<file path="src/rtl/lc_pkg.sv">
package lc_pkg;

  typedef enum logic [1:0] {
    ACC_HOLD  = 2'd0,
    ACC_CLEAR = 2'd1,
    ACC_LOAD  = 2'd2,
    ACC_ADD   = 2'd3
  } acc_op_e;

  typedef enum logic [1:0] {
    WIN_IDLE  = 2'd0,
    WIN_ARMED = 2'd1,
    WIN_RUN   = 2'd2
  } win_state_e;

  localparam logic [1:0] ADDR_LEN    = 2'd0;
  localparam logic [1:0] ADDR_CTRL   = 2'd1;
  localparam logic [1:0] ADDR_STATUS = 2'd2;
  localparam logic [1:0] ADDR_RESULT = 2'd3;

  localparam int CTRL_SRC_BIT = 0;
  localparam int CTRL_IEN_BIT = 1;
  localparam int STAT_END_BIT = 0;

endpackage

</file>
<file path="src/rtl/lc_host_regs.sv">
module lc_host_regs
  import lc_pkg::*;
#(
  parameter int CNT_W = 16
) (
  input  logic             clk,
  input  logic             rst_n,
  input  logic             wr_en,
  input  logic [1:0]       wr_addr,
  input  logic [CNT_W-1:0] wr_data,
  input  logic             end_set,
  output logic [CNT_W-1:0] target,
  output logic             src_irms,
  output logic             irq_en,
  output logic             end_flag,
  output logic             len_wr
);

  logic [CNT_W-1:0] target_q, target_d;
  logic             src_q, src_d;
  logic             ien_q, ien_d;
  logic             flag_q, flag_d;
  logic             ctrl_wr, stat_clr;

  always_comb begin
    len_wr   = wr_en && (wr_addr == ADDR_LEN);
    ctrl_wr  = wr_en && (wr_addr == ADDR_CTRL);
    stat_clr = wr_en && (wr_addr == ADDR_STATUS) && wr_data[STAT_END_BIT];

    target_d = target_q;
    src_d    = src_q;
    ien_d    = ien_q;
    if (len_wr) begin
      target_d = wr_data;
    end
    if (ctrl_wr) begin
      src_d = wr_data[CTRL_SRC_BIT];
      ien_d = wr_data[CTRL_IEN_BIT];
    end

    // a window end beats a clearing write in the same cycle
    if (end_set) begin
      flag_d = 1'b1;
    end else if (stat_clr) begin
      flag_d = 1'b0;
    end else begin
      flag_d = flag_q;
    end
  end

  always_ff @(posedge clk or negedge rst_n) begin
    if (!rst_n) begin
      target_q <= '0;
    end else if (len_wr) begin
      target_q <= target_d;
    end
  end

  always_ff @(posedge clk or negedge rst_n) begin
    if (!rst_n) begin
      src_q <= 1'b0;
      ien_q <= 1'b0;
    end else if (ctrl_wr) begin
      src_q <= src_d;
      ien_q <= ien_d;
    end
  end

  always_ff @(posedge clk or negedge rst_n) begin
    if (!rst_n) begin
      flag_q <= 1'b0;
    end else begin
      flag_q <= flag_d;
    end
  end

  assign target   = target_q;
  assign src_irms = src_q;
  assign irq_en   = ien_q;
  assign end_flag = flag_q;

endmodule

</file>
<file path="src/rtl/lc_window_ctrl.sv">
module lc_window_ctrl
  import lc_pkg::*;
#(
  parameter int CNT_W = 16
) (
  input  logic             clk,
  input  logic             rst_n,
  input  logic             len_wr,
  input  logic             len_zero,
  input  logic             zx_stb,
  input  logic             smp_vld,
  input  logic [CNT_W-1:0] target,
  output acc_op_e          acc_op,
  output logic             win_end,
  output logic             running,
  output logic [CNT_W-1:0] hc_cnt
);

  win_state_e       state_q, state_d;
  logic [CNT_W-1:0] cnt_q, cnt_d;
  logic [CNT_W-1:0] cnt_inc;
  logic             cnt_en;

  assign cnt_inc = cnt_q + 1'b1;

  always_comb begin
    state_d = state_q;
    cnt_d   = cnt_q;
    acc_op  = ACC_HOLD;
    win_end = 1'b0;

    if (len_wr) begin
      // a length write wins over a crossing in the same cycle
      state_d = len_zero ? WIN_IDLE : WIN_ARMED;
      cnt_d   = '0;
      acc_op  = ACC_CLEAR;
    end else begin
      unique case (state_q)
        WIN_ARMED: begin
          if (zx_stb) begin
            state_d = WIN_RUN;
            cnt_d   = '0;
            acc_op  = smp_vld ? ACC_LOAD : ACC_CLEAR;
          end
        end
        WIN_RUN: begin
          if (zx_stb) begin
            if (cnt_inc == target) begin
              win_end = 1'b1;
              cnt_d   = '0;
              acc_op  = smp_vld ? ACC_LOAD : ACC_CLEAR;
            end else begin
              cnt_d  = cnt_inc;
              acc_op = smp_vld ? ACC_ADD : ACC_HOLD;
            end
          end else if (smp_vld) begin
            acc_op = ACC_ADD;
          end
        end
        default: begin
          state_d = WIN_IDLE;
        end
      endcase
    end
  end

  assign cnt_en = len_wr || zx_stb;

  always_ff @(posedge clk or negedge rst_n) begin
    if (!rst_n) begin
      state_q <= WIN_IDLE;
    end else begin
      state_q <= state_d;
    end
  end

  always_ff @(posedge clk or negedge rst_n) begin
    if (!rst_n) begin
      cnt_q <= '0;
    end else if (cnt_en) begin
      cnt_q <= cnt_d;
    end
  end

  assign running = (state_q == WIN_RUN);
  assign hc_cnt  = cnt_q;

endmodule

</file>
<file path="src/rtl/lc_accum.sv">
module lc_accum
  import lc_pkg::*;
#(
  parameter int SMP_W = 32,
  parameter int ACC_W = 48,
  parameter int RES_W = 24
) (
  input  logic             clk,
  input  logic             rst_n,
  input  acc_op_e          acc_op,
  input  logic             res_latch,
  input  logic             res_clr,
  input  logic [SMP_W-1:0] smp,
  output logic [RES_W-1:0] result
);

  localparam int PAD_W = ACC_W - SMP_W;

  logic [ACC_W-1:0] acc_q, acc_d, smp_ext;
  logic [RES_W-1:0] res_q, res_d;
  logic             acc_en, res_en;

  generate
    if (PAD_W > 0) begin : g_pad
      assign smp_ext = {{PAD_W{1'b0}}, smp};
    end else begin : g_trunc
      assign smp_ext = smp[ACC_W-1:0];
    end
  endgenerate

  always_comb begin
    unique case (acc_op)
      ACC_CLEAR: acc_d = '0;
      ACC_LOAD:  acc_d = smp_ext;
      ACC_ADD:   acc_d = acc_q + smp_ext;
      default:   acc_d = acc_q;
    endcase
    acc_en = (acc_op != ACC_HOLD);

    if (res_clr) begin
      res_d = '0;
    end else begin
      res_d = acc_q[ACC_W-1 -: RES_W];
    end
    res_en = res_clr || res_latch;
  end

  always_ff @(posedge clk or negedge rst_n) begin
    if (!rst_n) begin
      acc_q <= '0;
    end else if (acc_en) begin
      acc_q <= acc_d;
    end
  end

  always_ff @(posedge clk or negedge rst_n) begin
    if (!rst_n) begin
      res_q <= '0;
    end else if (res_en) begin
      res_q <= res_d;
    end
  end

  assign result = res_q;

endmodule

</file>
<file path="src/rtl/linecyc_energy_acc.sv">
module linecyc_energy_acc
  import lc_pkg::*;
#(
  parameter int SMP_W = 32,
  parameter int ACC_W = 48,
  parameter int RES_W = 24,
  parameter int CNT_W = 16
) (
  input  logic             clk,
  input  logic             rst_n,
  input  logic             zx_stb,
  input  logic             smp_vld,
  input  logic [SMP_W-1:0] smp_va,
  input  logic [SMP_W-1:0] smp_irms,
  input  logic             wr_en,
  input  logic [1:0]       wr_addr,
  input  logic [CNT_W-1:0] wr_data,
  input  logic [1:0]       rd_addr,
  output logic [RES_W-1:0] rd_data,
  output logic             irq
);

  logic [CNT_W-1:0] w_target;
  logic [CNT_W-1:0] w_hc_cnt;
  logic             w_src_irms;
  logic             w_ien;
  logic             w_flag;
  logic             w_len_wr;
  logic             w_win_end;
  logic             w_running;
  acc_op_e          w_acc_op;
  logic [SMP_W-1:0] w_smp;
  logic [RES_W-1:0] w_result;

  lc_host_regs #(.CNT_W(CNT_W)) u_regs (
    .clk      (clk),
    .rst_n    (rst_n),
    .wr_en    (wr_en),
    .wr_addr  (wr_addr),
    .wr_data  (wr_data),
    .end_set  (w_win_end),
    .target   (w_target),
    .src_irms (w_src_irms),
    .irq_en   (w_ien),
    .end_flag (w_flag),
    .len_wr   (w_len_wr)
  );

  lc_window_ctrl #(.CNT_W(CNT_W)) u_ctrl (
    .clk      (clk),
    .rst_n    (rst_n),
    .len_wr   (w_len_wr),
    .len_zero (wr_data == '0),
    .zx_stb   (zx_stb),
    .smp_vld  (smp_vld),
    .target   (w_target),
    .acc_op   (w_acc_op),
    .win_end  (w_win_end),
    .running  (w_running),
    .hc_cnt   (w_hc_cnt)
  );

  assign w_smp = w_src_irms ? smp_irms : smp_va;

  lc_accum #(.SMP_W(SMP_W), .ACC_W(ACC_W), .RES_W(RES_W)) u_acc (
    .clk       (clk),
    .rst_n     (rst_n),
    .acc_op    (w_acc_op),
    .res_latch (w_win_end),
    .res_clr   (w_len_wr),
    .smp       (w_smp),
    .result    (w_result)
  );

  always_comb begin
    rd_data = '0;
    unique case (rd_addr)
      ADDR_LEN:    rd_data[CNT_W-1:0] = w_target;
      ADDR_CTRL: begin
        rd_data[CTRL_SRC_BIT] = w_src_irms;
        rd_data[CTRL_IEN_BIT] = w_ien;
      end
      ADDR_STATUS: rd_data[STAT_END_BIT] = w_flag;
      default:     rd_data = w_result;
    endcase
  end

  assign irq = w_flag & w_ien;

endmodule

</file>
<file path="config.mk">
export PLATFORM = sky130hd
export DESIGN_NAME = linecyc_energy_acc
export DESIGN_NICKNAME = d
export VERILOG_FILES = /design/src/rtl/lc_pkg.sv /design/src/rtl/lc_host_regs.sv /design/src/rtl/lc_window_ctrl.sv /design/src/rtl/lc_accum.sv /design/src/rtl/linecyc_energy_acc.sv
export SDC_FILE = /design/constraint.sdc
export NUM_CORES = 1
export LEC_CHECK = 0
export BUFFER_PORTS_ARGS = -buffer_cell sky130_fd_sc_hd__buf_2
export CAP_MARGIN = 30
export CORE_MARGIN = 1
export CORE_UTILIZATION = 60
export CTS_BUF_LIST = sky130_fd_sc_hd__clkbuf_4 sky130_fd_sc_hd__clkbuf_8
export DETAILED_ROUTE_END_ITERATION = 12
export GPL_TIMING_DRIVEN = 0
export PLACE_DENSITY_LB_ADDON = 0.25
export SLEW_MARGIN = 40
export SYNTH_ARGS = -nofsm -noshare
export SYNTH_HDL_FRONTEND = slang
export SYNTH_SLANG_ARGS = --single-unit
export TNS_END_PERCENT = 5
</file>
<file path="constraint.sdc">
create_clock -name clk -period 5.55 [get_ports clk]
set_input_delay 1.11 -clock clk [delete_from_list [all_inputs] [get_ports clk]]
set_output_delay 1.11 -clock clk [all_outputs]
set_load 0.005 [all_outputs]
</file>
======== Word-level counts from Yosys, hierarchy flattened ========
Index checks and enable logic that the tools add are counted.
storage, ports and cells
  flip-flop bits (word level) ............. 109
  bits of input ports ..................... 89
  output and inout bits ................... 25
  logic and storage cells ................. 71
cells by class
  add/subtract/negate cells ............... 2
  equal/unequal tests ..................... 13
  mux-type cells .......................... 29
  bitwise gates (word level) .............. 1
  reductions and logical operators ........ 18
operator list
  operator                                              number
  case mux 48 bit (3 select lines)                      1
  2-to-1 mux 16 bit                                     4
  adder 48 x 32 -> 48 bit                               1
  2-to-1 mux 32 bit                                     1
  case mux 16 bit (2 select lines)                      1
  case mux 14 bit (2 select lines)                      1
  2-to-1 mux 24 bit                                     1
  adder 16 x 1 -> 16 bit (second input constant)        1
  equality test 16 bit                                  1
  zero test 16 bit                                      1
  2-to-1 mux 2 bit                                      8
  equality test 2 bit (second input constant)           5
  equality test 2 x 1 -> 1 bit (second input constant)  4
  2-to-1 mux 8 bit                                      1
  case mux 2 bit (2 select lines)                       2
  2-to-1 mux 1 bit                                      7
  != test 3 x 2 -> 1 bit (second input constant)        2
  case mux 1 bit (3 select lines)                       2
  nonzero test 3 bit                                    2
  logical AND 1 bit                                     4
  zero test 2 bit                                       2
  AND reduction 2 bit                                   2
  AND reduction 4 bit                                   1
  nonzero test 2 bit                                    2
  5 further kinds                                       6

======== Logic depth before layout (Yosys ltp) ========
Gate-level depths: netlist of run 1.
  depth in word-level cells ............... 9
  gate-level depth with buffers ........... 16
  mapped depth without buffers ............ 12

======== Modules after synthesis ========
A second synthesis of run 1 with hierarchy kept.
unflattened totals
  cell total of the unflattened synthesis .. 914
  area total of the unflattened synthesis .. 8578.2 sq um
by module, submodules not included
  module              instances  cells an instance  area each (sq um)
  lc_accum            1          564                5181.2
  lc_window_ctrl      1          234                1903.1
  lc_host_regs        1          42                 774.5
  linecyc_energy_acc  1          74                 719.4

======== Least setup slack after synthesis of run 1 ========
No wires, ideal clock.
  path type ............................... input-to-reg
  from .................................... input port smp_irms[17]
  to ...................................... register u_acc.acc_q[43]
  library setup time ...................... 0.126 ns
  arrival ................................. 3.978 ns
  setup slack ............................. 1.446 ns
  cell stages on the path ................. 14
  buffers on the path ..................... 3
  path through ............................ mux2_2 -> ha_1 -> clkbuf_1 -> and3_1 -> clkbuf_1 -> nand3_1 -> or4_1 -> and3_1 -> nand3_1 -> a221o_1 -> clkbuf_1 -> nand2_1 -> o211a_1 -> a221o_1
between the ends
  cells in the longest elaborated chain, start to end .. 3
ends and longest elaborated chain
  item                              line                      text
  start, declared                   linecyc_energy_acc.sv:14  input logic [SMP_W-1:0] smp_irms,
  2-to-1 mux 32 bit                 linecyc_energy_acc.sv:63  assign w_smp = w_src_irms ? smp_irms : smp_va;
  adder 48 x 32 -> 48 bit           lc_accum.sv:35            ACC_ADD: acc_d = acc_q + smp_ext;
  case mux 48 bit (3 select lines)  lc_accum.sv:32            unique case (acc_op)
  end signal, assigned              lc_accum.sv:50            acc_q <= '0;
  end signal, assigned              lc_accum.sv:52            acc_q <= acc_d;
  end, declared                     lc_accum.sv:19            logic [ACC_W-1:0] acc_q, acc_d, smp_ext;
No other way between the ends.
A chain may end at the register's enable or synchronous reset.

======== Worst setup path in the final report of run 1 ========
  from .................................... register u_regs.src_q (netlist: u_regs.src_irms)
  to ...................................... register u_acc.acc_q[41]
between the ends
  cells in the longest elaborated chain, start to end .. 3
ends and longest elaborated chain
  item                              line                      text
  start, declared                   lc_host_regs.sv:20        logic src_q, src_d;
  start signal, assigned            lc_host_regs.sv:64        src_q <= src_d;
  2-to-1 mux 32 bit                 linecyc_energy_acc.sv:63
  adder 48 x 32 -> 48 bit           lc_accum.sv:35
  case mux 48 bit (3 select lines)  lc_accum.sv:32
No other way between the ends.

==> impl_metrics.xml, run 1 <==
<?xml version="1.0" encoding="UTF-8"?>
<metrics>
  <group name="run_status">
    <metric name="outcome" unit="">finished clean</metric>
  </group>
  <group name="route">
    <metric name="drt_first_pass_iters" unit="">6</metric>
    <metric name="ant_nets" unit="">0</metric>
    <metric name="wl" unit="mm">21.65</metric>
    <metric name="wl_per_cell" unit="µm">18.52</metric>
    <metric name="vias_per_instance" unit="">6.283</metric>
    <metric name="drc" unit="">0</metric>
    <metric name="detail_route.iter0.violations" unit="">563</metric>
    <metric name="vias" unit="">7345</metric>
  </group>
  <group name="floorplanning">
    <metric name="placement_rows" unit="">41</metric>
    <metric name="placeableCoreArea" unit="µm²">12770</metric>
    <metric name="fp.dieW" unit="µm">117.0</metric>
    <metric name="design.portCount" unit="">114</metric>
    <metric name="dieHeight" unit="µm">117.0</metric>
    <metric name="floorplan.die_area" unit="µm²">13680</metric>
    <metric name="start_util" unit="">0.6208</metric>
  </group>
  <group name="logic_synthesis">
    <metric name="synth.net_count" unit="">989</metric>
    <metric name="yosysWarningCount" unit="">0</metric>
    <metric name="post_synth_main_area_contributors" unit="">sky130_fd_sc_hd__dfrtp_1 (34%), sky130_fd_sc_hd__mux2i_1 (7.4%), sky130_fd_sc_hd__mux2_2 (6.8%)</metric>
    <metric name="netlist-cell-type-count" unit="">67</metric>
    <metric name="synthesis.instances" unit="">864</metric>
    <metric name="postSynthRegisterBits" unit="">109</metric>
    <metric name="syn_area" unit="µm²">7930</metric>
    <metric name="ys_dominant_reg_cell" unit="">sky130_fd_sc_hd__dfrtp_1</metric>
    <metric name="share_of_async_settable_or_async_resettable_flops_after_synthesis" unit="">1.000</metric>
    <metric name="synth-seq-area-share" unit="">0.3440</metric>
    <metric name="synth_area_leader_cell" unit="">sky130_fd_sc_hd__dfrtp_1</metric>
    <metric name="synth.top_cell.area_share" unit="">0.3440</metric>
    <metric name="synthesis.area_per_instance" unit="µm²">9.178</metric>
    <metric name="count_of_flip_flops_with_a_built_in_enable_after_synthesis" unit="">0</metric>
  </group>
  <group name="cts">
    <metric name="clk_transition_reported_paths" unit="ns">0.11</metric>
    <metric name="cts_root_buffer" unit="">sky130_fd_sc_hd__clkbuf_8</metric>
    <metric name="numCtsBuffers" unit="">9</metric>
    <metric name="cts-resized-gates" unit="">0</metric>
    <metric name="cts_hold_buffers" unit="">0</metric>
    <metric name="clk_path_buf_depth" unit="">2</metric>
    <metric name="numClockSinks" unit="">109</metric>
    <metric name="postCtsSetupBuffers" unit="">0</metric>
    <metric name="h-tree-depth" unit="">3</metric>
    <metric name="clkLatencyLatePin" unit="ns">0.41</metric>
    <metric name="tritoncts" unit="">built</metric>
  </group>
  <group name="critical_path">
    <metric name="cp_data_required_time" unit="ns">5.84</metric>
    <metric name="start_kind" unit="">flip-flop</metric>
    <metric name="crit_top_cell" unit="">sky130_fd_sc_hd__clkbuf_1</metric>
    <metric name="timing.critical_path.slowest_stage_cell" unit="">sky130_fd_sc_hd__clkbuf_1</metric>
    <metric name="arrival" unit="ns">5.48</metric>
    <metric name="critical_path.cell_chain" unit="">clkbuf_1 &gt; clkbuf_1 &gt; mux2_2 &gt; ha_1 &gt; clkbuf_1 &gt; and3_1 &gt; clkbuf_1 &gt; nand3_1 &gt; or4_1 &gt; and3_1 &gt; nand3_1 &gt; a221o_1 &gt; clkbuf_1 &gt; nand2_1 &gt; o211a_1 &gt; a221o_1</metric>
    <metric name="crit_family" unit="">buffers and inverters</metric>
    <metric name="setup.worst_path.end_class" unit="">flip-flop</metric>
    <metric name="critical-path-max-stage-delay" unit="ns">0.60</metric>
    <metric name="critical_path.n_buffers_inverters" unit="">5</metric>
    <metric name="worst-r2r-setup-slack" unit="ns">0.35</metric>
    <metric name="path_max_fanout" unit="">10</metric>
    <metric name="setup.worst_path.class" unit="">flip-flop to flip-flop</metric>
  </group>
  <group name="grt">
    <metric name="first_pass_grt_wire_length" unit="mm">34.16</metric>
    <metric name="grt_util_all_layers" unit="">0.3280</metric>
    <metric name="pin_count_of_the_biggest_net_entering_global_routing" unit="">57</metric>
    <metric name="antenna_violations_before_repair" unit="">3</metric>
    <metric name="grt_overflow" unit="">0</metric>
    <metric name="grt_pass1_vias" unit="">6731</metric>
  </group>
  <group name="place">
    <metric name="place_worst_setup_slack" unit="ns">0.4301</metric>
    <metric name="io_buffers" unit="">113</metric>
    <metric name="place_area" unit="µm²">8753</metric>
    <metric name="gp_congestion" unit="">0.9336</metric>
    <metric name="half_perimeter_wire_length_after_detailed_placement" unit="mm">16.61</metric>
  </group>
  <group name="timing">
    <metric name="finalCriticalPeriod" unit="ns">5.196</metric>
    <metric name="grt_setup_unrepaired" unit="">false</metric>
    <metric name="holdWs" unit="ns">0.5062</metric>
    <metric name="timing.final.setup_violations" unit="">0</metric>
    <metric name="timing.fmax" unit="MHz">192.4</metric>
    <metric name="postLayoutSetupSlackWorst" unit="ns">0.3537</metric>
    <metric name="timing.setup.tns" unit="ns">0</metric>
    <metric name="worst_slew_margin_rel" unit="">0.3958</metric>
    <metric name="hold_violations" unit="">0</metric>
    <metric name="fin_crit_sh" unit="">0.9363</metric>
    <metric name="slew_violations" unit="">0</metric>
    <metric name="clk_skew" unit="ns">0.01639</metric>
    <metric name="worst-slew-pin-transition" unit="ns">0.9062</metric>
  </group>
  <group name="cells_and_area">
    <metric name="syn2layout_area_growth" unit="%">12.87</metric>
    <metric name="final_net_count" unit="">1114</metric>
    <metric name="final_common_cell" unit="">sky130_fd_sc_hd__buf_2</metric>
    <metric name="drive_above_1_share" unit="">0.1992</metric>
    <metric name="stdcell_area" unit="µm²">8951</metric>
    <metric name="finish.utilization" unit="">0.7008</metric>
    <metric name="layout.cells.most_common_list" unit="">sky130_fd_sc_hd__buf_2 (122), sky130_fd_sc_hd__dfrtp_1 (109), sky130_fd_sc_hd__nor2_1 (75), sky130_fd_sc_hd__mux2i_1 (59), sky130_fd_sc_hd__nand2_1 (52)</metric>
  </group>
  <group name="power_and_ir_drop">
    <metric name="ir_drop" unit="V">0.0001456</metric>
    <metric name="combinationalPowerShare" unit="">0.338</metric>
    <metric name="share_clk_of_total_power" unit="">0.235</metric>
    <metric name="cell_internal_pwr" unit="W">0.001327</metric>
    <metric name="power_leakage" unit="nW">3.994</metric>
    <metric name="share_seq_of_total_power" unit="">0.427</metric>
    <metric name="power.share.switching" unit="">0.3662</metric>
    <metric name="net-switching-power" unit="W">0.0007668</metric>
    <metric name="power_density" unit="nW/µm²">233.9</metric>
  </group>
  <group name="run">
    <metric name="count_of_maximum_capacitance_violations" unit="">0</metric>
  </group>
  <group name="worst_hold_path">
    <metric name="hold_class" unit="">flip-flop to flip-flop</metric>
  </group>
</metrics>
registers in the layout, summed over array words and instances (netlist names):
name             cells
u_acc.acc_q         48
u_regs.end_flag      1
u_regs.irq_en        1
u_acc.result        24
u_regs.target       16
u_ctrl.hc_cnt       16
u_ctrl.state_q       2
u_regs.src_irms      1
stage by stage:
stage                     std cells  total power, W
after floorplan                 864        0.001403
after global placement         1149        0.001583
after detailed placement       1150        0.001604
after CTS                      1166        0.002089
after global routing           1168        0.002211
final                          1169        0.002094
worst paths after layout:
path | startpoint | to | depth (start not counted)
setup / recovery | u_regs.src_irms$_DFFE_PN0P_ | u_acc.acc_q[41]$_DFFE_PN0P_ | 16
hold / removal | u_ctrl.hc_cnt[15]$_DFFE_PN0P_ | u_ctrl.hc_cnt[15]$_DFFE_PN0P_ | 1
setup reg to reg | u_regs.src_irms$_DFFE_PN0P_ | u_acc.acc_q[41]$_DFFE_PN0P_ | 16
hold reg to reg | u_ctrl.hc_cnt[15]$_DFFE_PN0P_ | u_ctrl.hc_cnt[15]$_DFFE_PN0P_ | 1
max in group asynchronous | rst_n | u_acc.acc_q[47]$_DFFE_PN0P_ | 2
min in group asynchronous | rst_n | u_ctrl.hc_cnt[9]$_DFFE_PN0P_ | 1
logic make-up after synthesis:
group | share of synthesized area
adders and majority gates | 0.05775
AOI/OAI and AO/OA | 0.1999
and+or+nand+nor | 0.1532
xor gates and xnor gates | 0.06075
muxes | 0.1455
buffers and inverters | 0.03897
DFF | 0.3440
synthesized netlist by cell type, drive strengths merged (4+ instances only):
library cell,instances
nor3,13
a221o,6
o22ai,22
a31oi,11
nand2b,10
o2bb2ai,6
nand2,52
nor2,75
xor2,21
o41ai,4
nor2b,7
o21bai,5
mux2,48
xnor2,34
a21oi,43
o31ai,7
o21ai,52
buf,15
a211oi,7
o21a,6
clkbuf,42
mux2i,59
nand3,19
and3,20
ha,35
a22o,15
o211a,4
and2,5
o211ai,5
nand4,18
dfrtp,109
inv,20
nor4,11
a21o,14
routing by layer:
layer,routed length [µm],global-route usage
met5,0,0
met4,508,0.1190
met3,1466,0.06128
met2,9806,0.5136
met1,9870,0.4550
final cells by class:
type,count,area [µm²]
Multi-Input combinational cell,678,4897
Fill cell,1055,3822
Sequential cell,109,2728
Timing Repair Buffer,114,603.1
Buffer,57,235.2
Tap cell,172,215.2
Clock buffer,9,123.9
Inverter,20,75.07
Clock inverter,7,66.31
Antenna cell,3,7.507
power by group through the flow:
stage	Combinational, W	Sequential, W	Clock, W
detailed placement	0.000696	0.000908	0
CTS	0.000699	0.000893	0.000496
global route	0.000781	0.000901	0.000529
floorplan	0.000511	0.000893	0
finish	0.000708	0.000893	0.000493
global placement	0.000677	0.000905	0
Note: power is estimated with default switching activity, not from simulation.
==> run 2, diff against run 1 <==
- CORE_UTILIZATION: 60 -> 65
- clock period: 5.55 -> 6.2 ns (I/O delays scaled with it)
==> run 2 against run 1 <==
  * Cell area is 0.28% higher
  * Critical path depth unchanged
  * Clock-buffer cell count did not move
  * Fmax up 0.14%
  * Die area down 7.6%
  * Critical endpoint unchanged
  * Hold slack better by 0.0020 ns
  * Cell count decreased by 2.7%
  * Wire length rose by 1.5%
  * Sequential power decreased by 10%
==> impl_metrics.xml, run 2 (synthesized netlist as in run 1, its figures left out) <==
<?xml version="1.0" encoding="UTF-8"?>
<metrics>
  <group name="run_status">
    <metric name="outcome" unit="">finished clean</metric>
  </group>
  <group name="timing">
    <metric name="worst-slew-pin-transition" unit="ns">0.8997</metric>
    <metric name="postLayoutSetupSlackWorst" unit="ns">1.011</metric>
    <metric name="grt_setup_unrepaired" unit="">false</metric>
    <metric name="hold_violations" unit="">0</metric>
    <metric name="worst_slew_margin_rel" unit="">0.4002</metric>
    <metric name="finalCriticalPeriod" unit="ns">5.189</metric>
    <metric name="timing.final.setup_violations" unit="">0</metric>
    <metric name="timing.setup.tns" unit="ns">0</metric>
    <metric name="fin_crit_sh" unit="">0.8370</metric>
    <metric name="timing.fmax" unit="MHz">192.7</metric>
    <metric name="clk_skew" unit="ns">0.02216</metric>
    <metric name="slew_violations" unit="">0</metric>
  </group>
  <group name="critical_path">
    <metric name="critical_path.reg2reg.startpoint" unit="">u_regs.src_irms$_DFFE_PN0P_</metric>
    <metric name="worst-path-stages" unit="">16</metric>
    <metric name="timing.critical_path.slowest_stage_cell" unit="">sky130_fd_sc_hd__clkbuf_1</metric>
    <metric name="path_max_fanout" unit="">10</metric>
    <metric name="start_kind" unit="">flip-flop</metric>
    <metric name="crit-reg2reg-capture" unit="">u_acc.acc_q[41]$_DFFE_PN0P_</metric>
    <metric name="crit_top_cell" unit="">sky130_fd_sc_hd__clkbuf_1</metric>
    <metric name="cp_data_required_time" unit="ns">6.50</metric>
    <metric name="critical_path.n_buffers_inverters" unit="">5</metric>
    <metric name="reg2reg_depth" unit="">16</metric>
    <metric name="worst-r2r-setup-slack" unit="ns">1.01</metric>
    <metric name="setup.worst_path.end_class" unit="">flip-flop</metric>
    <metric name="critical_path.cell_chain" unit="">clkbuf_1 &gt; clkbuf_1 &gt; mux2_2 &gt; ha_1 &gt; clkbuf_1 &gt; and3_1 &gt; clkbuf_1 &gt; nand3_1 &gt; or4_1 &gt; and3_1 &gt; nand3_1 &gt; a221o_1 &gt; clkbuf_1 &gt; nand2_1 &gt; o211a_1 &gt; a221o_1</metric>
    <metric name="critical-path-max-stage-delay" unit="ns">0.57</metric>
    <metric name="setup.worst_path.class" unit="">flip-flop to flip-flop</metric>
    <metric name="timing.critical_path.from" unit="">u_regs.src_irms$_DFFE_PN0P_</metric>
    <metric name="crit_family" unit="">buffers and inverters</metric>
    <metric name="arrival" unit="ns">5.49</metric>
    <metric name="worstSetupEndpoint" unit="">u_acc.acc_q[41]$_DFFE_PN0P_</metric>
  </group>
  <group name="cells_and_area">
    <metric name="final_common_cell" unit="">sky130_fd_sc_hd__buf_2</metric>
    <metric name="fill_cells" unit="">888</metric>
    <metric name="regMostFlops" unit="">u_acc.acc_q</metric>
    <metric name="layout.cells.most_common_list" unit="">sky130_fd_sc_hd__buf_2 (122), sky130_fd_sc_hd__dfrtp_1 (109), sky130_fd_sc_hd__nor2_1 (75), sky130_fd_sc_hd__mux2i_1 (59), sky130_fd_sc_hd__nand2_1 (52)</metric>
    <metric name="largest_register_ff_count" unit="">48</metric>
    <metric name="syn2layout_area_growth" unit="%">13.19</metric>
    <metric name="drive_above_1_share" unit="">0.2002</metric>
    <metric name="final_net_count" unit="">1114</metric>
  </group>
  <group name="floorplanning">
    <metric name="placement_rows" unit="">39</metric>
    <metric name="floorplan.die_area" unit="µm²">12650</metric>
    <metric name="fp.dieW" unit="µm">112.5</metric>
    <metric name="design.portCount" unit="">114</metric>
    <metric name="dieHeight" unit="µm">112.5</metric>
    <metric name="placeableCoreArea" unit="µm²">11660</metric>
    <metric name="start_util" unit="">0.6800</metric>
  </group>
  <group name="grt">
    <metric name="globalRouteMet1Util" unit="">0.4782</metric>
    <metric name="globalRoute.busiestLayer" unit="">met2</metric>
    <metric name="grt_util_all_layers" unit="">0.3573</metric>
    <metric name="pin_count_of_the_biggest_net_entering_global_routing" unit="">69</metric>
    <metric name="first_pass_grt_wire_length" unit="mm">35.18</metric>
    <metric name="grt_pass1_vias" unit="">6918</metric>
    <metric name="global_route.usage.met2" unit="">0.5739</metric>
    <metric name="grt_overflow" unit="">0</metric>
    <metric name="antenna_violations_before_repair" unit="">2</metric>
    <metric name="met3_usage" unit="">0.07559</metric>
  </group>
  <group name="place">
    <metric name="place_worst_setup_slack" unit="ns">1.123</metric>
    <metric name="io_buffers" unit="">113</metric>
    <metric name="half_perimeter_wire_length_after_detailed_placement" unit="mm">16.33</metric>
    <metric name="gp_congestion" unit="">0.9543</metric>
  </group>
  <group name="cts">
    <metric name="tritoncts" unit="">built</metric>
    <metric name="numCtsBuffers" unit="">9</metric>
    <metric name="cts_hold_buffers" unit="">0</metric>
    <metric name="numClockSinks" unit="">109</metric>
    <metric name="clk_path_buf_depth" unit="">2</metric>
    <metric name="cts_root_buffer" unit="">sky130_fd_sc_hd__clkbuf_8</metric>
    <metric name="clkLatencyLatePin" unit="ns">0.41</metric>
    <metric name="clk_transition_reported_paths" unit="ns">0.11</metric>
    <metric name="postCtsSetupBuffers" unit="">0</metric>
    <metric name="h-tree-depth" unit="">3</metric>
    <metric name="cts-resized-gates" unit="">0</metric>
  </group>
  <group name="route">
    <metric name="vias_per_instance" unit="">6.518</metric>
    <metric name="ant_nets" unit="">0</metric>
    <metric name="detail_route.iter0.violations" unit="">631</metric>
    <metric name="vias" unit="">7418</metric>
    <metric name="drt_first_pass_iters" unit="">5</metric>
    <metric name="wl" unit="mm">21.98</metric>
    <metric name="drc" unit="">0</metric>
    <metric name="wl_per_cell" unit="µm">19.32</metric>
  </group>
  <group name="power_and_ir_drop">
    <metric name="ir_drop" unit="V">0.0001709</metric>
    <metric name="power_leakage" unit="nW">4.031</metric>
    <metric name="power_density" unit="nW/µm²">221.1</metric>
  </group>
  <group name="run">
    <metric name="count_of_maximum_capacitance_violations" unit="">0</metric>
  </group>
  <group name="worst_hold_path">
    <metric name="hold_class" unit="">flip-flop to flip-flop</metric>
  </group>
</metrics>
## run 2: layout make-up
class | instances | area [µm²] | area share
Inverter | 20 | 75.07 | 0.008364
Sequential cell | 109 | 2728 | 0.3039
Clock buffer | 9 | 123.9 | 0.01380
Buffer | 57 | 236.5 | 0.02635
Antenna cell | 1 | 2.502 | 0.0002788
Clock inverter | 7 | 131.4 | 0.01464
Timing Repair Buffer | 114 | 603.1 | 0.06719
Tap cell | 143 | 178.9 | 0.01993
Multi-Input combinational cell | 678 | 4897 | 0.5456
## run 2: worst min path at each step
stage | start | to | depth (start not counted)
after floorplan | u_acc.acc_q[12]$_DFFE_PN0P_ | u_acc.acc_q[12]$_DFFE_PN0P_ | 1
after global placement | u_acc.acc_q[3]$_DFFE_PN0P_ | u_acc.acc_q[3]$_DFFE_PN0P_ | 1
after detailed placement | u_acc.acc_q[8]$_DFFE_PN0P_ | u_acc.acc_q[8]$_DFFE_PN0P_ | 1
after CTS | u_ctrl.hc_cnt[15]$_DFFE_PN0P_ | u_ctrl.hc_cnt[15]$_DFFE_PN0P_ | 1
after global routing | u_ctrl.hc_cnt[15]$_DFFE_PN0P_ | u_ctrl.hc_cnt[15]$_DFFE_PN0P_ | 1
final | u_ctrl.hc_cnt[15]$_DFFE_PN0P_ | u_ctrl.hc_cnt[15]$_DFFE_PN0P_ | 1
## run 2: where the power goes
part / switching [W] / total, W / internal [W]
sequential: 0.0000430 / 0.000800 / 0.000757
combinational: 0.000356 / 0.000633 / 0.000277
clock: 0.000278 / 0.000552 / 0.000274
## run 2: metrics by stage
step                      utilization  power [W]  hold WS (ns)  instances  instance area (µm²)
after floorplan                     -   0.001256        0.4625        864                 7930
after global placement         0.7438   0.001411        0.4807       1120                 8675
after detailed placement       0.7473   0.001432        0.4835       1121                 8716
after CTS                      0.7692   0.001977        0.5108       1137                 8971
after global routing           0.7694   0.002079        0.5341       1137                 8974
final                          0.7697   0.001985        0.5082       1138                 8976
## run 2: per-layer routing
layer | routed length, µm | vias to the layer above
met5 | 13 | -
met4 | 578 | 2
met3 | 1640 | 49
met2 | 10220 | 318
met1 | 9537 | 3590
li1 | - | 3459
==> run 3, diff against run 2 <==
- CORE_UTILIZATION: 65 -> 54
- clock period: 6.2 -> 4.4 ns (I/O delays scaled with it)
==> run 3 against run 2 <==
  * Sequential power is 41% higher
  * Register-to-register slack worse by 0.70 ns
  * Worst setup slack worse by 0.70 ns
  * Sequential cell count stayed put
  * Non-clock buffer count is 3 lower
  * First-iteration DRC count is 5.7% lower
  * Critical path type unchanged
  * Core utilization is 14 points lower
==> impl_metrics.xml, run 3 (synthesized netlist as in run 1, its figures left out) <==
<?xml version="1.0" encoding="UTF-8"?>
<metrics>
  <group name="route">
    <metric name="route.layer.met1.wl" unit="mm">10.13</metric>
    <metric name="detailroute.wirelength.met2" unit="mm">10.25</metric>
    <metric name="wl" unit="mm">21.79</metric>
    <metric name="vias_per_instance" unit="">6.134</metric>
    <metric name="vias" unit="">7183</metric>
    <metric name="topRoutingLayerUsed" unit="">met4</metric>
    <metric name="detail_route.iter0.violations" unit="">595</metric>
    <metric name="drc" unit="">0</metric>
    <metric name="met3WireLength" unit="mm">1.001</metric>
    <metric name="drt_first_pass_iters" unit="">5</metric>
    <metric name="ant_nets" unit="">0</metric>
    <metric name="wl_per_cell" unit="µm">18.61</metric>
  </group>
  <group name="cts">
    <metric name="numCtsBuffers" unit="">9</metric>
    <metric name="cts_root_buffer" unit="">sky130_fd_sc_hd__clkbuf_8</metric>
    <metric name="tritoncts" unit="">built</metric>
    <metric name="h-tree-depth" unit="">3</metric>
    <metric name="clkLatencyLatePin" unit="ns">0.41</metric>
    <metric name="postCtsSetupBuffers" unit="">0</metric>
    <metric name="cts_hold_buffers" unit="">0</metric>
    <metric name="numClockSinks" unit="">109</metric>
    <metric name="clk_transition_reported_paths" unit="ns">0.11</metric>
    <metric name="clk_path_buf_depth" unit="">2</metric>
  </group>
  <group name="cells_and_area">
    <metric name="fill_cells" unit="">1277</metric>
    <metric name="antennaDiodeCount" unit="">0</metric>
    <metric name="final_net_count" unit="">1111</metric>
    <metric name="finish.cell_count_without_fillers" unit="">1171</metric>
    <metric name="final_common_cell" unit="">sky130_fd_sc_hd__buf_2</metric>
    <metric name="regMostFlops" unit="">u_acc.acc_q</metric>
    <metric name="syn2layout_area_growth" unit="%">12.81</metric>
    <metric name="largest_register_ff_count" unit="">48</metric>
    <metric name="drive_above_1_share" unit="">0.2069</metric>
    <metric name="layout.cells.most_common_list" unit="">sky130_fd_sc_hd__buf_2 (123), sky130_fd_sc_hd__dfrtp_1 (108), sky130_fd_sc_hd__nor2_1 (75), sky130_fd_sc_hd__mux2i_1 (59), sky130_fd_sc_hd__nand2_1 (52)</metric>
    <metric name="stdcell_area" unit="µm²">8946</metric>
  </group>
  <group name="critical_path">
    <metric name="setup.worst_path.end_class" unit="">flip-flop</metric>
    <metric name="cp_data_required_time" unit="ns">4.70</metric>
    <metric name="arrival" unit="ns">4.39</metric>
    <metric name="start_kind" unit="">flip-flop</metric>
    <metric name="path_max_fanout" unit="">10</metric>
    <metric name="setup.worst_path.class" unit="">flip-flop to flip-flop</metric>
  </group>
  <group name="timing">
    <metric name="timing.final.setup_violations" unit="">0</metric>
    <metric name="grt_setup_unrepaired" unit="">false</metric>
    <metric name="worst-slew-pin-transition" unit="ns">0.8245</metric>
    <metric name="postLayoutSetupSlackWorst" unit="ns">0.3092</metric>
    <metric name="holdWs" unit="ns">0.3741</metric>
    <metric name="hold_violations" unit="">0</metric>
    <metric name="slew_violations" unit="">0</metric>
    <metric name="fin_crit_sh" unit="">0.9297</metric>
    <metric name="worst_slew_margin_rel" unit="">0.4485</metric>
    <metric name="finalCriticalPeriod" unit="ns">4.091</metric>
    <metric name="timing.fmax" unit="MHz">244.5</metric>
    <metric name="clk_skew" unit="ns">0.01581</metric>
  </group>
  <group name="grt">
    <metric name="antenna_violations_before_repair" unit="">0</metric>
    <metric name="pin_count_of_the_biggest_net_entering_global_routing" unit="">60</metric>
    <metric name="grt_util_all_layers" unit="">0.2987</metric>
    <metric name="grt_overflow" unit="">0</metric>
    <metric name="grt_pass1_vias" unit="">6601</metric>
    <metric name="first_pass_grt_wire_length" unit="mm">34.49</metric>
  </group>
  <group name="place">
    <metric name="io_buffers" unit="">113</metric>
    <metric name="place_area" unit="µm²">8763</metric>
    <metric name="gp_congestion" unit="">0.9742</metric>
    <metric name="place_worst_setup_slack" unit="ns">-0.6964</metric>
    <metric name="post-place-cells" unit="">1158</metric>
    <metric name="half_perimeter_wire_length_after_detailed_placement" unit="mm">16.63</metric>
  </group>
  <group name="floorplanning">
    <metric name="floorplan.die_area" unit="µm²">15170</metric>
    <metric name="dieHeight" unit="µm">123.2</metric>
    <metric name="placeableCoreArea" unit="µm²">14100</metric>
    <metric name="start_util" unit="">0.5626</metric>
    <metric name="placement_rows" unit="">43</metric>
    <metric name="design.portCount" unit="">114</metric>
    <metric name="fp.dieW" unit="µm">123.2</metric>
  </group>
  <group name="worst_hold_path">
    <metric name="hold_class" unit="">input pin to asynchronous set/reset pin</metric>
  </group>
  <group name="power_and_ir_drop">
    <metric name="power_density" unit="nW/µm²">292.9</metric>
    <metric name="power_leakage" unit="nW">4.014</metric>
    <metric name="total_power" unit="W">0.002620</metric>
    <metric name="ir_drop" unit="V">0.0001748</metric>
  </group>
  <group name="run">
    <metric name="count_of_maximum_capacitance_violations" unit="">0</metric>
  </group>
  <group name="run_status">
    <metric name="outcome" unit="">finished clean</metric>
  </group>
</metrics>
==> run 3: timing repair <==
item	CTS	global route
setup endpoints to repair	17	13
endpoints found under the hold margin	0	0
resized for setup	4	5
==> run 3: worst max-delay path, stage by stage (launching register included) <==
cell and delay, ns:
sky130_fd_sc_hd__dfrtp_2 0.52, sky130_fd_sc_hd__clkbuf_4 0.30, sky130_fd_sc_hd__mux2_2 0.38, sky130_fd_sc_hd__ha_1 0.42, sky130_fd_sc_hd__and3_1 0.19, sky130_fd_sc_hd__clkbuf_1 0.25
sky130_fd_sc_hd__nand3_1 0.11, sky130_fd_sc_hd__or4_1 0.48, sky130_fd_sc_hd__and3_1 0.26, sky130_fd_sc_hd__nand3_1 0.11, sky130_fd_sc_hd__a221o_2 0.29, sky130_fd_sc_hd__nand2_1 0.15
sky130_fd_sc_hd__o211a_1 0.24, sky130_fd_sc_hd__a221o_1 0.27
==> run 3: layout make-up <==
cell class	count	area (µm²)	area share
timing repair buffer	114	603.1	0.06741
sequential	109	2729	0.3050
multi-input combinational	678	4898	0.5476
buffer	54	232.7	0.02601
inverter	20	75.07	0.008392
tap	180	225.2	0.02517
clock buffer	10	137.6	0.01538
clock inverter	6	45.04	0.005035
==> run 3: where the power goes <==
group          switching (W)  internal [W]  leakage, nW
clock network       0.000380      0.000227       0.0974
logic               0.000490      0.000390         2.44
registers          0.0000670       0.00107         1.48
total               0.000936       0.00168         4.01
==> run 3: worst paths after layout <==
path / start / slack (ns) / to / cells after the start
setup / recovery: u_regs.src_irms$_DFFE_PN0P_ / 0.31 / u_acc.acc_q[43]$_DFFE_PN0P_ / 13
hold / removal: rst_n / 0.37 / u_ctrl.hc_cnt[15]$_DFFE_PN0P_ / 1
setup reg to reg: u_regs.src_irms$_DFFE_PN0P_ / 0.31 / u_acc.acc_q[43]$_DFFE_PN0P_ / 13
hold reg to reg: u_acc.acc_q[9]$_DFFE_PN0P_ / 0.52 / u_acc.acc_q[9]$_DFFE_PN0P_ / 1
max in group asynchronous: rst_n / 3.40 / u_regs.src_irms$_DFFE_PN0P_ / 2
min in group clk: u_acc.acc_q[9]$_DFFE_PN0P_ / 0.52 / u_acc.acc_q[9]$_DFFE_PN0P_ / 1
==> run 3: layer usage <==
layer  GRT usage  up-vias
met5           0        -
met1      0.4065     3492
met2      0.4874      200
met4     0.07831        0
met3     0.05627       34
li1            -     3457
==> run 3: metrics by stage <==
step                      TNS [ns]    util
final                            0  0.6347
after detailed placement    -4.283  0.6217
after global placement      -5.298  0.6187
after floorplan                  0       -
after global routing             0  0.6347
after CTS                        0  0.6345
